## src/rtl/ordered_store_buffer.sv

```systemverilog
module ordered_store_buffer #(
  parameter int AW    = 32,
  parameter int DW    = 32,
  parameter int DEPTH = 4
) (
  input  logic            clk,
  input  logic            rst_n,
  input  logic            req_valid,
  input  logic            req_write,
  input  logic [AW-1:0]   req_addr,
  input  logic [DW-1:0]   req_wdata,
  input  logic [DW/8-1:0] req_strb,
  input  logic [1:0]      req_mtype,
  input  logic            req_shared,
  input  logic [1:0]      req_cache,
  output logic            core_ready,
  output logic [DW-1:0]   core_rdata,
  output logic            l1_cacheable,
  output logic            bus_valid,
  input  logic            bus_ready,
  output logic            bus_write,
  output logic [AW-1:0]   bus_addr,
  output logic [DW-1:0]   bus_wdata,
  output logic [DW/8-1:0] bus_strb,
  output logic            bus_shared,
  input  logic [DW-1:0]   bus_rdata
);
  localparam int PW = (DEPTH > 1) ? $clog2(DEPTH) : 1;
  localparam int CW = $clog2(DEPTH + 1);

  logic [AW-1:0]   e_addr [DEPTH];
  logic [DW-1:0]   e_data [DEPTH];
  logic [DW/8-1:0] e_strb [DEPTH];
  logic [DEPTH-1:0] vld, e_dev, e_shr, match;
  logic [PW-1:0]   rp, wp;
  logic [CW-1:0]   cnt, dev_cnt;

  wire is_so   = req_mtype[1];
  wire is_dev  = (req_mtype == 2'b01);
  wire is_norm = (req_mtype == 2'b00);
  wire empty   = (cnt == '0);
  wire full    = (cnt == CW'(DEPTH));

  for (genvar i = 0; i < DEPTH; i++) begin : g_cmp
    assign match[i] = vld[i] & ~e_dev[i] & (e_addr[i][AW-1:2] == req_addr[AW-1:2]);
  end

  wire rd_go  = req_valid & ~req_write &
                (is_so ? empty : (is_dev ? (dev_cnt == '0) : ~|match));
  wire so_wr  = req_valid & req_write & is_so & empty;
  wire direct = rd_go | so_wr;
  wire enq    = req_valid & req_write & ~is_so & ~full;
  wire retire = ~empty & ~direct & bus_ready;

  assign bus_valid  = direct | ~empty;
  assign bus_write  = direct ? req_write : 1'b1;
  assign bus_addr   = direct ? req_addr  : e_addr[rp];
  assign bus_wdata  = direct ? req_wdata : e_data[rp];
  assign bus_strb   = direct ? req_strb  : e_strb[rp];
  assign bus_shared = direct ? (is_so | req_shared) : e_shr[rp];

  assign core_ready   = enq | (direct & bus_ready);
  assign core_rdata   = bus_rdata;
  assign l1_cacheable = req_valid & is_norm & ~req_shared & (req_cache != 2'b00);

  always_ff @(posedge clk) begin
    if (enq) begin
      e_addr[wp] <= req_addr;
      e_data[wp] <= req_wdata;
      e_strb[wp] <= req_strb;
      e_dev[wp]  <= is_dev;
      e_shr[wp]  <= req_shared;
    end
  end

  always_ff @(posedge clk or negedge rst_n) begin
    if (!rst_n) begin
      vld     <= '0;
      rp      <= '0;
      wp      <= '0;
      cnt     <= '0;
      dev_cnt <= '0;
    end else begin
      if (enq) begin
        vld[wp] <= 1'b1;
        wp      <= (wp == PW'(DEPTH - 1)) ? '0 : wp + 1'b1;
      end
      if (retire) begin
        vld[rp] <= 1'b0;
        rp      <= (rp == PW'(DEPTH - 1)) ? '0 : rp + 1'b1;
      end
      cnt     <= cnt + CW'(enq) - CW'(retire);
      dev_cnt <= dev_cnt + CW'(enq & is_dev) - CW'(retire & e_dev[rp]);
    end
  end

  a_r2_no_overflow: assert property (@(posedge clk) disable iff (!rst_n)
    cnt <= CW'(DEPTH));
  a_r4_dev_bound: assert property (@(posedge clk) disable iff (!rst_n)
    dev_cnt <= cnt);
  a_r2_valid_count: assert property (@(posedge clk) disable iff (!rst_n)
    $countones(vld) == int'(cnt));
  a_r3_so_empty: assert property (@(posedge clk) disable iff (!rst_n)
    (req_valid && is_so && core_ready) |-> (cnt == '0));
  a_r4_dev_read_drained: assert property (@(posedge clk) disable iff (!rst_n)
    (req_valid && !req_write && is_dev && core_ready) |-> (dev_cnt == '0));
  a_r8_full_stall: assert property (@(posedge clk) disable iff (!rst_n)
    (full && req_valid && req_write && !is_so) |-> !core_ready);
  a_r9_hint_normal: assert property (@(posedge clk) disable iff (!rst_n)
    l1_cacheable |-> (req_valid && is_norm && !req_shared));
endmodule

```

## config.mk

```make
export PLATFORM = sky130hd
export DESIGN_NAME = ordered_store_buffer
export DESIGN_NICKNAME = d
export VERILOG_FILES = /design/src/rtl/ordered_store_buffer.sv
export SDC_FILE = /design/constraint.sdc
export NUM_CORES = 1
export LEC_CHECK = 0
export BUFFER_PORTS_ARGS = -buffer_cell sky130_fd_sc_hd__buf_2
export CAP_MARGIN = 20
export CORE_AREA = 2 2 167 169
export DETAILED_ROUTE_END_ITERATION = 6
export DIE_AREA = 0 0 169 171
export HOLD_SLACK_MARGIN = 0.15
export PLACE_DENSITY = 0.84
export SYNTH_ARGS = -nofsm -noshare
export SYNTH_HDL_FRONTEND = slang
export SYNTH_SLANG_ARGS = --single-unit
```

## constraint.sdc

```tcl
create_clock -name clk -period 3.3 [get_ports clk]
set_clock_uncertainty 0.05 [all_clocks]
set_input_delay 0.66 -clock clk [delete_from_list [all_inputs] [get_ports clk]]
set_output_delay 0.66 -clock clk [all_outputs]
set_load 0.01 [all_outputs]
```

After elaboration in Yosys (flattened, before gate mapping)
Memories as Yosys holds them, arrays and structs flattened.
Cells that the tools add are included.
- flip-flop bits (word level): 22
- RAM bits: 272
- input bits: 110
- output and inout port bits: 105
- logic and storage cells: 99
- memories: 3
- add/sub/neg operators: 6
- magnitude comparators: 4
- eq/ne operators: 8
- multiplexer cells: 23
- bitwise logic cells: 40
- reduce and logical (&&, ||, !) cells: 8
- memory list (memory ; words ; bits a word ; rd ports ; clocked after Yosys merged registers in ; wr ports ; line ; text):
    e_addr ; 4 ; 32 ; 5 ; 0 ; 1 ; 31 ; logic [AW-1:0] e_addr [DEPTH];
    e_data ; 4 ; 32 ; 1 ; 0 ; 1 ; 32 ; logic [DW-1:0] e_data [DEPTH];
    e_strb ; 4 ; 4 ; 1 ; 0 ; 1 ; 33 ; logic [DW/8-1:0] e_strb [DEPTH];
- operator list (cell ; number):
    $eq 30x30->1 ; 4
    $mux 32 ; 2
    $and 1x1->1 ; 23
    $mux 4 ; 3
    $mux 1 ; 10
    $not 1->1 ; 10
    $bwmux 4 ; 2
    $add 3x1->3 ; 2
    $logic_not 3->1 ; 2
    $lt 2x3->1 const B ; 2
    $sub 3x1->3 ; 2
    $add 2x1->2 const B ; 2
    $and 4x4->4 ; 1
    $bmux 1 s2 ; 2
    $demux 1 s2 ; 2
    $eq 2x2->1 const B ; 2
    $ge 2x1->1 const B ; 2
    $mux 2 ; 2
    $not 4->4 ; 1
    $or 1x1->1 ; 4
    $or 4x4->4 ; 1
    $reduce_or 4->1 ; 1
    $eq 3x3->1 const B ; 1
    $eq 2x1->1 const B ; 1
    4 further kinds ; 5

Depth between registers and ports, before layout
- depth after elaboration: 14
- mapped depth: 15
- depth with buffers taken out: 14

Worst setup path before layout
No wires, ideal clock.
- kind: input port to flip-flop
- start: input port req_write
- end: memory e_addr[3][0] (enable)
- data arrival time: 2.970 ns
- data required time: 2.813 ns
- setup slack: -0.156 ns
- stages on the path: 3
- cell sequence: nand2_1 a211oi_1 and2_1
- longest elaborated chain between the ends: 5
- ends and longest elaborated chain (what ; line ; text):
    start: declaration ; 9 ; input logic req_write,
    $and 1x1->1 (3 in a row) ; 52 ; wire enq = req_valid & req_write & ~is_so & ~full;
    $mux 1 ; 67 ; if (enq) begin
    $mux 1 (not written as such) ; 68 ; e_addr[wp] <= req_addr;
    end: declaration ; 31 ;
No other way between the ends.

==> summary.md <==
| Metric | Value |
|---|---|
| Count of antenna-violating nets left after detailed routing | 0 |
| RSZ-0062 raised after global routing | true |
| Slew Limit Fails | 0 |
| Crit path DAT | approximately 3.2 ns |
| Setup violations, final | 76 |
| Post-synth EDFFs | 280 |
| # nets final | ~1100 |
| Vias in the first global route | 7864 |
| Synth area leader | edfxtp_1 |
| Die ar. | 28900 sq um |
| Antenna violations before repair | 2 |
| GPL Wtd Cong | 0.914 |
| Crit-path max cell delay | 0.41 ns |
| Critical path origin | e_addr[1][19] |
| Worst-path cell chain | xor2_1, nor4_2, buf_4, nand4_1, o22ai_2, o21ai_4, a21oi_4, buf_4, clkbuf_16, mux2_2, buf_2 |
| Post-DP HPWL | slightly above 20000 um |
| Port Buffers | 150 |
| Critical path type | reg -> out |
| Hold_sp | req_wdata[20] |
| Status | finished, violations left |
| Top cell type's share of synthesized area | 0.620 |
| Critical Path End Type | primary output |
| Synth Cell Area | 13600 sq um |
| Iteration-0 DRC Markers | between 500 and 600 |
| Initial Util | 0.496 |
| Slack of the critical path | -0.639 ns |
| Die Y | 171 um |
| Avg Inst Size Synth | 18.0 sq um |
| Fin crit share | 1.19 |
| Core box area | 27300 sq um |
| Post-Syn Nets | roughly 880 |
| Warnings from Yosys | 0 |
| Clock sink count | 294 |
| CTS tree | done |
| GR Util All Layers | 0.217 |
| Layout cells sized above 1 | 0.471 |
| Post-synth cell types | 39 |
| Max Root-Sink Buffers | 3 |
| Crit Path Max Fanout | 10 |
| R2R Path Start | e_addr[1][19] |
| RR Endpoint | dev_cnt[2] |
| First-pass GRT wire length | ~47000 um |
| Slew @ Worst Pin | 0.674 ns |
| Synth area leaders | edfxtp_1, mux4_2, xor2_1, mux2_2, dfrtp_1 |
| # rows | 61 |
| H-tree Lvls | 1 |
| Setup TNS | -43.22 ns |
| Worst vdd ir | 569 uV |
| FMAX | roughly 0.25 GHz |
| Via Count | about 7500 |
| Seq cells post-synth | 294 |
| Sequential area share after synthesis | 0.646 |
| Hold Fails Final Rpt | 0 |
| Critical Path Source Type | register |
| Worst-Skew Late Latency | 0.56 ns |
| Overflow left after global routing | 0 |
| Power per cell area | 728 nW/um^2 |
| Max Cap Viol | 0 |
| Cells after synthesis | between 700 and 800 |
| Drt first pass iters | 5 |
| Vias/cell | approximately 5.7 |
| WHS Path Cells | 1 |
| Reg2Reg Depth | 17 |
| Headroom to the max-slew limit | 0.549 |
| Drt drc | 0 |
| Clk root buf | clkbuf_16 |
| Failing checks | negative setup slack |
| P&R area growth vs syn | 24.2% |
| Async set or reset register ratio after synthesis | 0.0476 |
| Min cycle time layout | 3.94 ns |
| Hold Crit Class | in -> reg |
| Die X | roughly 170 um |
| Reg clk slew, reported paths | approximately 0.060 ns |
| CTS Buf Count | 30 |
| Leak | 0.00630 uW |
| Slowest library cell on the worst path | edfxtp_1 |
| Routed wire length | 31600 um |
| Avg WL per Cell | approximately 24 um |
| Hold EP | e_data[3][20] |
| Pin count of the biggest net entering global routing | 37 |
| Filler Cells Inserted | roughly 2000 |
| Top_reg_cell synth | edfxtp_1 |
| Ports | 215 |
| Flop2flop setup slack | -0.34 ns |
| Final hold slack | between 0.2 and 0.3 ns |
| CP dominant cell by count | buf_4 |
| Worst Path Required | 2.59 ns |
==> Yosys cell counts, types with 3 or more instances <==
cell type / number
edfxtp_1: 280
xor2_1: 120
mux4_2: 70
mux2_2: 61
buf_4: 37
buf_2: 28
nor4_1: 28
clkbuf_1: 15
dfrtp_1: 14
ha_1: 12
inv_1: 12
mux2_4: 9
nand4_1: 8
nor2_1: 7
and2_1: 5
a2bb2oi_1: 4
nand2_1: 4
nand2b_1: 4
nor3_1: 4
xnor2_1: 4
buf_6: 3
o21ai_0: 3
==> per-stage QoR <==
stage           util  area (sq um)  instances  power, uW  setup slack, ns
2_1_floorplan      -         13600        752       7080          -0.0151
3_3_place_gp   0.551         15000       1253       8240           -0.567
3_5_place_dp   0.551         15000       1253       8310           -0.617
4_1_cts        0.615         16800       1326      12300           -0.595
5_1_grt        0.616         16800       1328      12800           -0.737
6_report       0.616         16800       1329      12300           -0.639
==> power by group <==
group / internal [uW] / leakage (uW) / switching [uW]
Sequential: 4380 / 0.00270 / 276
Combinational: 2520 / 0.00314 / 1840
Clock: 1900 / 0.000464 / 1350
==> layout by cell type (no fill, tap or decap), types with 23 or more instances in the layout <==
cell       netlist  layout
mux2_2          61      23
edfxtp_1       280     280
buf_4           37      84
buf_2           28     101
mux4_2          70      70
xor2_1         120     120
clkbuf_16        0      31
nor4_1          28      23
mux2_4           9      47
buf_6            3      54
==> critical path, delay by kind of cell (launching register included) <==
kind	cells	cell delay [ns]
AO/OA/AOI/OAI	3	0.55
XOR/XNOR	1	0.18
buffers and inverters	4	0.70
flip-flops	1	0.41
multiplexers	1	0.34
AND/OR/NAND/NOR	2	0.49
==> registers in the layout, indices dropped and copies added (netlist names) <==
name and count:
e_data 128, e_addr 128, cnt 3, e_shr 4, rp 2, vld 4, wp 2, e_dev 4
e_strb 16, dev_cnt 3
==> how the worst max path moves through the flow <==
stage                          to  slack, ns
finish                bus_addr[7]      -0.64
global route         bus_wdata[6]      -0.74
CTS                  bus_addr[18]      -0.60
detailed placement  bus_wdata[31]      -0.62
global placement     bus_addr[15]      -0.57
floorplan              dev_cnt[2]      -0.02
==> logic make-up after synthesis <==
group | share of synthesized area
fa+ha+maj | 0.0140
buf+inv | 0.0422
mux | 0.178
simple gates | 0.0311
xor+xnor | 0.0801
compound gates | 0.00904
flops | 0.646
==> layout make-up <==
class	count	area [sq um]	share of cell area
sequential	294	8770	0.520
multi-input combinational	361	4470	0.266
timing repair buffer	259	2170	0.129
clock buffer	36	773	0.0459
tap	346	433	0.0257
clock inverter	19	174	0.0103
inverter	12	45.0	0.00267
antenna	2	5.00	0.000297
==> layer usage <==
layer | GRT usage | up-vias | part of all wire | routed length [um]
li1 | - | 3304 | - | -
met1 | 0.285 | 3872 | 0.40 | 12600
met2 | 0.374 | 302 | 0.50 | 15900
met3 | 0.0409 | 50 | 0.072 | 2280
met4 | 0.0580 | 0 | 0.024 | 763
met5 | 0 | - | 0 | 0
==> what timing repair did <==
| item | in CTS | in global routing |
|---|---|---|
| cloned | 7 | 1 |
| endpoints found under the setup margin | 76 | 76 |
| setup buffers | 11 | 2 |
| gates resized for setup | 112 | 11 |
| hold buffers | 1 | 0 |
| pin swaps | 5 | 5 |
| hold endpoints to repair | 14 | 0 |
No activity file was read; power rests on OpenSTA's default activity.
